File: src/rtl/sar_pkg.sv
package sar_pkg;
  typedef enum logic [2:0] {
    PH_ACQ   = 3'd0,
    PH_OPEN  = 3'd1,
    PH_DISC  = 3'd2,
    PH_GND   = 3'd3,
    PH_TRIAL = 3'd4
  } phase_t;
endpackage

File: src/rtl/sar_edge.sv
module sar_edge (
  input  logic clk,
  input  logic din,
  output logic rise
);
  logic prev_q;

  // previous level tracked through reset so a held level never looks like an edge
  always_ff @(posedge clk) prev_q <= din;

  assign rise = din & ~prev_q;
endmodule

File: src/rtl/sar_phase.sv
module sar_phase
  import sar_pkg::*;
#(
  parameter int NBITS = 16,
  localparam int IDXW = $clog2(NBITS)
) (
  input  logic            clk,
  input  logic            rst,
  input  logic            start,
  output phase_t          phase,
  output logic            first,
  output logic            decide,
  output logic            last,
  output logic [IDXW-1:0] idx
);
  localparam logic [IDXW-1:0] TOP = IDXW'(NBITS - 1);

  phase_t          ph_q;
  logic [IDXW-1:0] idx_q;

  always_ff @(posedge clk) begin
    if (rst) begin
      ph_q  <= PH_ACQ;
      idx_q <= '0;
    end else begin
      case (ph_q)
        PH_ACQ:   if (start) ph_q <= PH_OPEN;
        PH_OPEN:  ph_q <= PH_DISC;
        PH_DISC:  ph_q <= PH_GND;
        PH_GND: begin
          ph_q  <= PH_TRIAL;
          idx_q <= TOP;
        end
        PH_TRIAL: begin
          if (idx_q == '0) ph_q <= PH_ACQ;
          else             idx_q <= idx_q - 1'b1;
        end
        default:  ph_q <= PH_ACQ;
      endcase
    end
  end

  assign phase  = ph_q;
  assign idx    = idx_q;
  assign first  = (ph_q == PH_GND);
  assign decide = (ph_q == PH_TRIAL);
  assign last   = decide && (idx_q == '0);
endmodule

File: src/rtl/sar_trial.sv
module sar_trial #(
  parameter int NBITS = 16,
  localparam int IDXW = $clog2(NBITS)
) (
  input  logic             clk,
  input  logic             rst,
  input  logic             first,
  input  logic             decide,
  input  logic             last,
  input  logic [IDXW-1:0]  idx,
  input  logic             cmp_high,
  output logic [NBITS-1:0] trial,
  output logic [NBITS-1:0] code
);
  logic [NBITS-1:0] trial_q, code_q, nxt;

  // per element: resolve the active bit, arm the one below, keep the rest
  for (genvar g = 0; g < NBITS; g++) begin : g_bit
    always_comb begin
      if (idx == IDXW'(g))
        nxt[g] = trial_q[g] & ~cmp_high;
      else if (g + 1 < NBITS && idx == IDXW'(g + 1))
        nxt[g] = 1'b1;
      else
        nxt[g] = trial_q[g];
    end
  end

  always_ff @(posedge clk) begin
    if (rst) begin
      trial_q <= '0;
      code_q  <= '0;
    end else if (first) begin
      trial_q <= {1'b1, {(NBITS-1){1'b0}}};
    end else if (decide) begin
      if (last) begin
        code_q  <= nxt;
        trial_q <= '0;
      end else begin
        trial_q <= nxt;
      end
    end
  end

  assign trial = trial_q;
  assign code  = code_q;
endmodule

File: src/rtl/sar_seq.sv
module sar_seq
  import sar_pkg::*;
#(
  parameter int NBITS = 16
) (
  input  logic             clk,
  input  logic             rst,
  input  logic             conv_start,
  input  logic             cmp_high,
  output logic             samp_close,
  output logic             in_connect,
  output logic             gnd_connect,
  output logic [NBITS-1:0] bit_ctl,
  output logic             busy,
  output logic [NBITS-1:0] code
);
  localparam int IDXW = $clog2(NBITS);

  logic            rise, first, decide, last;
  logic [IDXW-1:0] idx;
  phase_t          phase;

  sar_edge u_edge (.clk(clk), .din(conv_start), .rise(rise));

  sar_phase #(.NBITS(NBITS)) u_phase (
    .clk(clk), .rst(rst), .start(rise), .phase(phase),
    .first(first), .decide(decide), .last(last), .idx(idx)
  );

  sar_trial #(.NBITS(NBITS)) u_trial (
    .clk(clk), .rst(rst), .first(first), .decide(decide), .last(last),
    .idx(idx), .cmp_high(cmp_high), .trial(bit_ctl), .code(code)
  );

  assign busy        = (phase != PH_ACQ);
  assign samp_close  = (phase == PH_ACQ);
  assign in_connect  = (phase == PH_ACQ) || (phase == PH_OPEN);
  assign gnd_connect = (phase == PH_GND) || (phase == PH_TRIAL);
endmodule


File: config.mk
export PLATFORM = sky130hd
export DESIGN_NAME = sar_seq
export DESIGN_NICKNAME = d
export VERILOG_FILES = /design/src/rtl/sar_pkg.sv /design/src/rtl/sar_edge.sv /design/src/rtl/sar_phase.sv /design/src/rtl/sar_trial.sv /design/src/rtl/sar_seq.sv
export SDC_FILE = /design/constraint.sdc
export NUM_CORES = 1
export LEC_CHECK = 0
export BUFFER_PORTS_ARGS = -buffer_cell sky130_fd_sc_hd__buf_2
export CAP_MARGIN = 20
export CELL_PAD_IN_SITES_DETAIL_PLACEMENT = 1
export CELL_PAD_IN_SITES_GLOBAL_PLACEMENT = 1
export CORE_ASPECT_RATIO = 2
export CORE_MARGIN = 8
export CORE_UTILIZATION = 45
export CTS_BUF_LIST = sky130_fd_sc_hd__clkbuf_4 sky130_fd_sc_hd__clkbuf_8
export CTS_CLUSTER_SIZE = 28
export DETAILED_ROUTE_END_ITERATION = 6
export HOLD_SLACK_MARGIN = 0.02
export PLACE_DENSITY_LB_ADDON = 0.2
export SLEW_MARGIN = 30
export SYNTH_ARGS = -nofsm -noshare
export SYNTH_HDL_FRONTEND = slang
export SYNTH_HIERARCHICAL = 1
export SYNTH_SLANG_ARGS = --single-unit
File: constraint.sdc
create_clock -name clk -period 6.4 [get_ports clk]
set_input_delay 0.32 -clock clk [delete_from_list [all_inputs] [get_ports clk]]
set_output_delay 0.32 -clock clk [all_outputs]
set_load 0.1 [all_outputs]
==> summary.txt <==
Cells and area
  – Fin nets: 249
  – Share of layout cells above drive strength 1: 0.242
  – Final core occ: 0.537
  – Final Instance Area: 0.00217 mm^2
  – Area growth syn-to-layout: 15.6%
  – Layout fillers: 517
  – Diode count: 0
  – Final Non-Filler Cells: 296

Critical path
  – Levels on crit path: 5
  – Critical Path RT: 6630 ps
  – Worst path cell trace: nor3b_4 > nor4b_1 > and3b_1 > o311ai_0 > a21oi_1
  – Worst setup path end: u_trial/code[15]
  – Critical path capture point type: flop
  – Worst Path Buf+Inv: 0
  – Critical path type: flop to flop
  – CP startpoint: u_phase/phase[2]
  – FF-to-FF End: u_trial/code[15]
  – Worst r2r src: u_phase/phase[2]
  – R2R cell count: 5
  – Critical path's top delay family: simple AND/OR/NAND/NOR gates
  – Largest fanout on the critical path: 22
  – Highest cell delay on the worst timing path: 830 ps
  – R2r setup slk: 3390 ps
  – CP max-delay cell: and3b_1
  – Startpoint types: flop
  – Crit path DAT: 3240 ps

Logic synthesis
  – Syn Std Cell Area: 0.00188 mm^2
  – Area fraction in compound gates after synthesis: 0.231
  – Mean Syn Cell Area: 9.08 um^2
  – Post-Synth Simple-Gate Area: 0.265
  – Synth async-reset ratio: 0
  – Synth cell types: 45
  – Synth Register Bits: 40
  – Adder-Cell Fraction of Synth Area: 0.0133
  – Syn nets: 213
  – Largest family of logic cells by synthesized area: simple AND/OR/NAND/NOR gates
  – Mux contribution to synthesized area: 0
  – Xor and xnor area share after synthesis: 0.00466
  – Dominant synthesized flop cell: dfxtp_1
  – Post-synth EDFFs: 0
  – Yosys warns: 6
  – Sequential area share after synthesis: 0.426
  – Cell count after synthesis: 207

Placed design
  – Placement Cell Area: 0.00208 mm^2
  – DP Wirelength: 3.90 mm
  – Placed insts: 288
  – GP Congestion: 0.759
  – I/O Buffers: 39
  – Post-Place Worst Slack: 3400 ps

Clock network
  – Clock slew at reported path FFs: 80 ps
  – Post-CTS setup buffers: 0
  – Sink Count: 40
  – TritonCTS clock tree: yes
  – CTS Root Cell: clkbuf_8
  – Clk buf depth: 2
  – Post-CTS Resized: 0
  – H-tree lvl count: 2
  – Worst-Skew Late Latency: 290 ps
  – # hold bufs at CTS: 0
  – CTS Buf Count: 5

Power and ir drop
  – Int Pwr: 0.354 mW
  – Comb power frac: 0.130
  – VDD IR max: 0.128 mV
  – Sw Ratio: 0.292
  – Pwr Total: 0.500 mW
  – Clock power share: 0.351
  – Power Density: 230 mW/mm^2
  – Lkg Pwr: 0.841 nW
  – Reg power frac: 0.519
  – Switching pwr: 0.146 mW

GRT
  – First-pass GRT wire length: 8.67 mm
  – Vias in the first global route: 1,803
  – Pin count of the biggest net entering global routing: 28
  – Initial antenna violation count: 0
  – GRT Overall Usage: 0.172
  – Remaining global-route overflow: 0

Timing
  – Tmin final: 3010 ps
  – Skew final: 6.70 ps
  – Final period utilization: 0.470
  – Final worst slack: 3390 ps
  – Final setup viols: 0
  – Setup TNS: 0 ps
  – Hold WS: 136 ps
  – Relative slew margins: 0.437
  – Fmax: 0.332 GHz
  – Fin. max-slew vios: 0
  – RSZ-0062 raised after global routing: no
  – Final hold violations: 0
  – Worst Tran Pin Value: 844 ps

Drt
  – Via density: 5.88
  – Routed Wire Length: 5.26 mm
  – DRT Pass-1 Iters: 4
  – Drt drc: 0
  – WL/cell: 17.8 um
  – Final ANT Viol Nets: 0
  – First DRT Iteration DRCs: 20
  – Vias: 1,741

Job
  – Max-cap violation count: 0

Floorplan
  – Row count: 33
  – I/O pins: 40
  – Starting density of the core: 0.465
  – Die footprint: 0.00663 mm^2
  – Die Y: 107 um
  – Core ar.: 0.00405 mm^2
  – Die width: 61.7 um

Worst hold path
  – HP Class: primary input to flop
  – Min-delay src: conv_start

Status
  – Status: complete, no violations
cells in the final DEF (no fill, tap or decap), types with 5 or more instances in the layout:
cell type  count
nand2_1       15
nand2b_1       9
a211oi_1       8
inv_1         11
a221oi_1       7
a21oi_1       10
a311oi_1       5
clkbuf_8       6
o22ai_1       10
buf_2         39
nor2_1        13
o21ai_0       11
nor2b_1       10
nor3_1         6
dfxtp_1       40
layer usage:
| layer | wire length, um | global-route usage | vias to the layer above |
|---|---|---|---|
| li1 | - | - | 845 |
| met3 | 241 | 0.0287 | 15 |
| met1 | 1940 | 0.178 | 842 |
| met2 | 2910 | 0.303 | 39 |
| met4 | 173 | 0.0969 | 0 |
| met5 | 0 | 0 | - |
synthesized netlist by cell type, types with 7 or more instances:
| master | instances | share of area |
|---|---|---|
| dfxtp_1 | 40 | 0.43 |
| nand2_1 | 15 | 0.030 |
| nor2_1 | 13 | 0.026 |
| inv_1 | 11 | 0.022 |
| o21ai_0 | 11 | 0.029 |
| a21oi_1 | 10 | 0.027 |
| nor2b_1 | 10 | 0.033 |
| o22ai_1 | 10 | 0.033 |
| nand2b_1 | 9 | 0.030 |
| a211oi_1 | 8 | 0.032 |
| a221oi_1 | 7 | 0.033 |
cell type report:
cell class,instances,area (um^2),area share
clock inverter,2,10.0,0.00461
tap,52,65.1,0.0299
multi-input combinational,144,967,0.445
sequential,40,801,0.368
timing repair buffer,40,203,0.0933
clock buffer,6,82.6,0.0380
inverter,12,45.0,0.0207
power groups by stage:
stage	logic (mW)	registers, mW	clock network [mW]
floorplan	0.0488	0.270	0
global placement	0.0650	0.265	0
detailed placement	0.0653	0.266	0
CTS	0.0656	0.260	0.180
global route	0.0686	0.261	0.187
finish	0.0653	0.260	0.175
worst reg2reg max path, stage by stage (launching register included):
cell and delay, ps:
dfxtp_1 450, nor3b_4 560, nor4b_1 630, and3b_1 830, o311ai_0 300, a21oi_1 180
cells by family after synthesis:
family	Yosys count
fa+ha+maj	2
compound gates	62
simple gates	79
buf+inv	23
xor+xnor	1
flops	40
flip-flops by register name, indices dropped and copies added, names as in the netlist:
signal and flops:
u_trial/trial 16, u_trial/code 16, u_phase/phase 3, u_edge/prev_q 1, u_phase/idx 4
how the worst min path moves through the flow:
stage | slack [ps] | end | depth (start not counted)
floorplan | 350 | u_edge/prev_q | 0
global placement | 440 | u_edge/prev_q | 1
detailed placement | 440 | u_edge/prev_q | 1
CTS | 130 | u_edge/prev_q | 1
global route | 130 | u_edge/prev_q | 1
finish | 140 | u_edge/prev_q | 1
Note: power is estimated with default switching activity, not from simulation.
